--- src/rtl/sar_seq_pkg.sv ---
package sar_seq_pkg;
    typedef enum logic [2:0] {
        ST_IDLE  = 3'd0,
        ST_ARM   = 3'd1,
        ST_RCW   = 3'd2,
        ST_CONV  = 3'd3,
        ST_RECOV = 3'd4
    } seq_st_e;
endpackage

--- src/rtl/sar_tad_timer.sv ---
module sar_tad_timer #(
    parameter int CW   = 5,
    parameter int HW   = 5,
    parameter int MAXH = 19
) (
    input  logic          clk,
    input  logic          rst_n,
    input  logic          clr,
    input  logic          run,
    input  logic [CW-1:0] hp,
    output logic          tick,
    output logic [HW-1:0] half
);
    typedef struct packed {
        logic [CW-1:0] cnt;
        logic [HW-1:0] half;
    } tmr_t;

    tmr_t r_q, r_d;

    assign tick = run && (r_q.cnt == hp - CW'(1));
    assign half = r_q.half;

    always_comb begin
        r_d = r_q;
        if (clr) begin
            r_d.cnt  = '0;
            r_d.half = '0;
        end else if (run) begin
            if (tick) begin
                r_d.cnt  = '0;
                r_d.half = r_q.half + HW'(1);
            end else begin
                r_d.cnt = r_q.cnt + CW'(1);
            end
        end
    end

    always_ff @(posedge clk) begin
        if (!rst_n) r_q <= '0;
        else        r_q <= r_d;
    end


    half_range_chk: assert property (@(posedge clk) disable iff (!rst_n)
        r_q.half <= HW'(MAXH));
endmodule

--- src/rtl/sar_trial_reg.sv ---
module sar_trial_reg #(
    parameter int W  = 8,
    parameter int IW = 3
) (
    input  logic          clk,
    input  logic          rst_n,
    input  logic          load,
    input  logic          upd,
    input  logic [IW-1:0] idx,
    input  logic          cmp,
    output logic [W-1:0]  code
);
    logic [W-1:0] code_q, code_d;

    assign code = code_q;

    always_comb begin
        code_d = code_q;
        if (load) begin
            code_d        = '0;
            code_d[W-1]   = 1'b1;
        end else if (upd) begin
            code_d[idx] = cmp;
            if (idx != '0) code_d[idx - IW'(1)] = 1'b1;
        end
    end

    always_ff @(posedge clk) begin
        if (!rst_n) code_q <= '0;
        else        code_q <= code_d;
    end


    msb_first_chk: assert property (@(posedge clk) disable iff (!rst_n)
        load |=> (code_q == {1'b1, {(W-1){1'b0}}}));
endmodule

--- src/rtl/sar_seq_top.sv ---
module sar_seq_top import sar_seq_pkg::*; #(
    parameter int W          = 8,
    parameter int HP_DIV2    = 1,
    parameter int HP_DIV8    = 4,
    parameter int HP_DIV32   = 16,
    parameter int HP_RC      = 3,
    parameter int INSTR_CLKS = 4
) (
    input  logic         clk,
    input  logic         rst_n,
    input  logic         go_wr,
    input  logic         go_wdata,
    input  logic         flag_clr,
    input  logic         clk_rc,
    input  logic [1:0]   div_sel,
    input  logic         q4_stb,
    input  logic         cmp_ge,
    output logic         sample_en,
    output logic         go_bit,
    output logic [W-1:0] dac_code,
    output logic [W-1:0] result,
    output logic         done_flag
);
    localparam int MAXH  = 2 * W + 3;
    localparam int RECH  = 3;
    localparam int HW    = $clog2(MAXH + 1);
    localparam int HPA   = (HP_DIV2 > HP_DIV8) ? HP_DIV2 : HP_DIV8;
    localparam int HPB   = (HP_DIV32 > HP_RC) ? HP_DIV32 : HP_RC;
    localparam int HPMAX = (HPA > HPB) ? HPA : HPB;
    localparam int CW    = $clog2(HPMAX + 1);
    localparam int RW    = $clog2(INSTR_CLKS + 1);
    localparam int IW    = (W > 1) ? $clog2(W) : 1;

    typedef struct packed {
        seq_st_e       st;
        logic          go;
        logic [RW-1:0] rcw;
        logic [W-1:0]  res;
        logic          flag;
    } regs_t;

    regs_t r_q, r_d;

    logic          tick, clr, run, load, upd, go_next, set_flag;
    logic [HW-1:0] half, hn;
    logic [IW-1:0] idx;
    logic [CW-1:0] hp;
    logic [W-1:0]  code;

    always_comb begin
        if (clk_rc) hp = CW'(HP_RC);
        else begin
            case (div_sel)
                2'd0:    hp = CW'(HP_DIV2);
                2'd1:    hp = CW'(HP_DIV8);
                default: hp = CW'(HP_DIV32);
            endcase
        end
    end

    assign run = (r_q.st == ST_CONV) || (r_q.st == ST_RECOV);
    assign hn  = half + HW'(1);

    sar_tad_timer #(.CW(CW), .HW(HW), .MAXH(MAXH)) tmr_i (
        .clk(clk), .rst_n(rst_n), .clr(clr), .run(run), .hp(hp),
        .tick(tick), .half(half)
    );

    sar_trial_reg #(.W(W), .IW(IW)) trial_i (
        .clk(clk), .rst_n(rst_n), .load(load), .upd(upd), .idx(idx),
        .cmp(cmp_ge), .code(code)
    );

    always_comb begin
        r_d      = r_q;
        clr      = 1'b0;
        load     = 1'b0;
        upd      = 1'b0;
        idx      = '0;
        set_flag = 1'b0;
        go_next  = go_wr ? go_wdata : r_q.go;
        r_d.go   = go_next;
        case (r_q.st)
            ST_IDLE: if (go_next) r_d.st = ST_ARM;
            ST_ARM: begin
                if (!go_next) r_d.st = ST_IDLE;
                else if (q4_stb) begin
                    if (clk_rc) begin
                        r_d.st  = ST_RCW;
                        r_d.rcw = '0;
                    end else begin
                        r_d.st = ST_CONV;
                        clr    = 1'b1;
                        load   = 1'b1;
                    end
                end
            end
            ST_RCW: begin
                if (!go_next) r_d.st = ST_IDLE;
                else if (r_q.rcw == RW'(INSTR_CLKS - 1)) begin
                    r_d.st = ST_CONV;
                    clr    = 1'b1;
                    load   = 1'b1;
                end else r_d.rcw = r_q.rcw + RW'(1);
            end
            ST_CONV: begin
                if (!go_next) r_d.st = ST_IDLE;
                else if (tick) begin
                    if (hn == HW'(MAXH)) begin
                        r_d.st   = ST_RECOV;
                        r_d.res  = code;
                        r_d.go   = 1'b0;
                        set_flag = 1'b1;
                        clr      = 1'b1;
                    end else if (!hn[0] && hn <= HW'(2 * W)) begin
                        upd = 1'b1;
                        idx = IW'(W - int'(hn >> 1));
                    end
                end
            end
            ST_RECOV: if (tick && hn == HW'(RECH)) r_d.st = ST_IDLE;
            default:  r_d.st = ST_IDLE;
        endcase
        r_d.flag = set_flag ? 1'b1 : (flag_clr ? 1'b0 : r_q.flag);
    end

    always_ff @(posedge clk) begin
        if (!rst_n) begin
            r_q    <= '0;
            r_q.st <= ST_IDLE;
        end else begin
            r_q <= r_d;
        end
    end

    assign sample_en = (r_q.st == ST_IDLE) || (r_q.st == ST_ARM) || (r_q.st == ST_RCW);
    assign go_bit    = r_q.go;
    assign dac_code  = code;
    assign result    = r_q.res;
    assign done_flag = r_q.flag;


    result_hold_chk: assert property (@(posedge clk) disable iff (!rst_n)
        !$stable(result) |-> $fell(go_bit));

    flag_go_chk: assert property (@(posedge clk) disable iff (!rst_n)
        $rose(done_flag) |-> $fell(go_bit));

    recov_sample_chk: assert property (@(posedge clk) disable iff (!rst_n)
        ($fell(go_bit) && !$past(go_wr)) |-> !sample_en);

    abort_noflag_chk: assert property (@(posedge clk) disable iff (!rst_n)
        (go_wr && !go_wdata && r_q.st == ST_CONV) |=> !$rose(done_flag));
endmodule

--- config.mk ---
export PLATFORM = sky130hd
export DESIGN_NAME = sar_seq_top
export DESIGN_NICKNAME = d
export VERILOG_FILES = /design/src/rtl/sar_seq_pkg.sv /design/src/rtl/sar_tad_timer.sv /design/src/rtl/sar_trial_reg.sv /design/src/rtl/sar_seq_top.sv
export SDC_FILE = /design/constraint.sdc
export NUM_CORES = 1
export LEC_CHECK = 0
export BUFFER_PORTS_ARGS = -buffer_cell sky130_fd_sc_hd__clkbuf_2
export CAP_MARGIN = 40
export CORE_ASPECT_RATIO = 1.5
export CORE_MARGIN = 5
export CORE_UTILIZATION = 58
export CTS_CLUSTER_DIAMETER = 60
export DETAILED_ROUTE_END_ITERATION = 7
export PLACE_DENSITY = 0.77
export SETUP_SLACK_MARGIN = 0.2
export SYNTH_ARGS = -nofsm -noshare
export SYNTH_HDL_FRONTEND = slang
export SYNTH_HIERARCHICAL = 1
export SYNTH_SLANG_ARGS = --single-unit
--- constraint.sdc ---
create_clock -name clk -period 5.12 [get_ports clk]
set_input_delay 0.256 -clock clk [delete_from_list [all_inputs] [get_ports clk]]
set_output_delay 0.256 -clock clk [all_outputs]
set_load 0.01 [all_outputs]
==> impl_metrics.ini <==
[sta]
slew_headroom = 0.5229
rsz0062_at_grt = false
finalSetupTns_ns = 0
fin_ws_ns = 1.217
min_period_ns = 3.903
whs_ns = 0.2232
fin_skew_ns = 0.003038
finalMaxSlewViolations = 0
tightest_slew_ns = 0.7141
timing.final.crit_share = 0.7624
setup_viol_count_final = 0
timing.fmax_mhz = 256.2
report.final.hold_viol_count = 0

[layout]
drive_above_1_share = 0.2082
postLayoutCellArea_um2 = 2557
multi_input_area_um2 = 1471
final_nets = 312
area_growth_pct = 8.263
fillers = 342
regArea_um2 = 680.7
diodes = 0

[detailed_routing]
drt_pass1_iterations = 4
vias = 2020
drcViolationCount = 0
ant_nets = 0
viasPerCell = 5.976
wl_mm = 4.929
drtIter0Drc = 93
wire_per_inst_um = 14.58

[worst_setup_path]
cp-end-kind = register
reg2reg_to = trial_i/code[6]
crit_chain = clkbuf_2, o21ai_0, inv_1, ha_1, xor3_2, nor4_2, and3_1, buf_4, nand2_1, a2111o_1, inv_2, and2_1, inv_2, ha_1, and3b_1, nand3_1, a21oi_1
reg2reg_slack_ns = 1.34
r2r_start = r_q[14]
worst-setup-path-type = in -> reg
worst_ep_arrival_time_ns = 4.13
crit_required_ns = 5.34
cp-start-kind = input port
r2r_cells = 16
cpMaxStageDelayCell = o21ai_0
crit_path_max_fanout = 12
critPathMaxStageDelay_ns = 0.55

[synthesis]
synth-warning-count = 6
synthFlopType = dfxtp_1
synth_largest_area_cell = dfxtp_1
synth_seq_area_share = 0.2881
synth-edff-count = 0
yosys.cell_types.count = 57
ys_ff_latch = 34
yosys-top-cells-area = dfxtp_1 (29%), mux2i_1 (5.5%), ha_1 (5.3%)
syn-instance-count = 278
async_reset_ff_frac = 0
synth.top_cell.area_share = 0.2881
synth.avg_cell_area_um2 = 8.497
syn_area_um2 = 2362

[clock_network]
cts_root_buffer = clkbuf_8
clk_pin_slew_worst_paths_ns = 0.08
cts_sinks = 34
h-tree-depth = 2
post_cts_resized = 0
worst_skew_pair.late_latency_ns = 0.29
cts_setup_buffers = 0
cts_hold_buf = 0
cts_buffer_depth = 2
tritoncts = built
cts_inserted_buffers = 5

[power]
p_leak_uw = 0.0009905
vdd_drop_max_v = 0.0002562
p_per_area_nw_per_um2 = 257.3
power.total_uw = 657.9

[grt]
grt_pass1_vias = 2029
grt.total_usage = 0.1931
grt_pass1_wl_mm = 8.742
antenna_found_initial = 0
grt_overflow = 0
grt_max_degree = 31

[floorplanning]
die_h_um = 88.16
rows = 28
start_util = 0.5967
die_area_um2 = 5476
coreArea_um2 = 3959
die_w_um = 62.11
io_pins = 29

[place]
dp_slack_ns = 0.9459
placed_area_um2 = 2420
hpwlAfterDp_mm = 3.658
place_congestion = 0.8934
portBuffers = 28

[min_path]
whs_path_depth = 3
hold_start = flag_clr
holdPathEnd = done_flag
hold_path.class = in -> reg

[status]
outcome = finished, final reports clean

[job]
maxCapViolCount = 0
[worst max-delay path by stage]
stage | start | end | slack (ns)
floorplan | div_sel[1] | trial_i/code[7] | 1.46
global placement | div_sel[1] | trial_i/code[6] | 1.05
detailed placement | div_sel[1] | trial_i/code[7] | 0.95
CTS | div_sel[1] | trial_i/code[6] | 1.22
global route | div_sel[1] | trial_i/code[2] | 0.87
finish | div_sel[1] | trial_i/code[6] | 1.22
[cell type report]
type / count / area share
multi-input cells: 208 / 0.5753
flip-flops and latches: 34 / 0.2661
inverters: 11 / 0.01614
well taps: 45 / 0.02202
repair buffers: 32 / 0.06654
clock buffers: 5 / 0.02691
clock inverters: 3 / 0.02691
[registers in the layout (all words and copies together), names as in the netlist]
name / count
trial_i/code: 8
go_bit: 1
tmr_i/r_q: 5
tmr_i/half: 5
r_q: 6
result: 8
done_flag: 1
[kinds of logic after synthesis]
family                     Yosys count  share of synthesized area
and+or+nand+nor                    111                     0.2839
AOI/OAI and AO/OA                   48                     0.1255
buffers and inverters               37                    0.09057
DFF                                 34                     0.2881
xor gates and xnor gates            22                    0.09163
muxes                               15                    0.06567
adders and majority gates           10                    0.05297
other                                1                   0.001587
[cell usage after synthesis, drive strengths merged, types with 4 or more instances]
library cell  number
nor2b              4
xor2              11
dfxtp             34
nor4               6
nor3               8
a21oi             13
o21ai             17
clkbuf             5
inv               11
mux2i             14
nor4b              4
nand2b             7
nand4              9
nor3b              4
xnor2             10
nand2             24
ha                10
nand3             24
nor2               9
buf               21
[cell usage in the layout (no fill, tap or decap), types with 7 or more instances in the layout]
master	n
nand3_1	24
inv_1	8
mux2i_1	13
nand2b_1	7
o21ai_0	8
a21oi_1	13
clkbuf_2	28
xor2_1	11
ha_1	10
nand4_1	8
xnor2_1	9
dfxtp_1	34
o21ai_1	9
nand2_1	24
nor2_1	8
[power by group]
| part | switching (uW) | total [uW] | internal [uW] |
|---|---|---|---|
| Clock | 109 | 304 | 195 |
| Sequential | 8.99 | 278 | 269 |
| Combinational | 43.3 | 75.6 | 32.3 |
| Total | 161 | 658 | 497 |
[per-stage QoR]
step / utilization / std cells
finish: 0.6460 / 338
global route: 0.6460 / 338
CTS: 0.6460 / 338
detailed placement: 0.6113 / 330
global placement: 0.6113 / 330
floorplan: - / 279
[routing by layer]
| metal | vias to the layer above | track usage | routed length (um) |
|---|---|---|---|
| li1 | 1007 | - | - |
| met1 | 950 | 0.2000 | 1955 |
| met2 | 50 | 0.3632 | 2633 |
| met3 | 13 | 0.04750 | 215 |
| met4 | 0 | 0.08679 | 125 |
| met5 | - | 0 | 0 |
[worst max-delay path: cells and delay by family]
kind	cells	cell delay, ns
compound gates	3	1.07
buf+inv	5	0.62
xor+xnor	1	0.40
simple gates	6	1.16
fa+ha+maj	2	0.59
(Power assumes the default switching activity.)
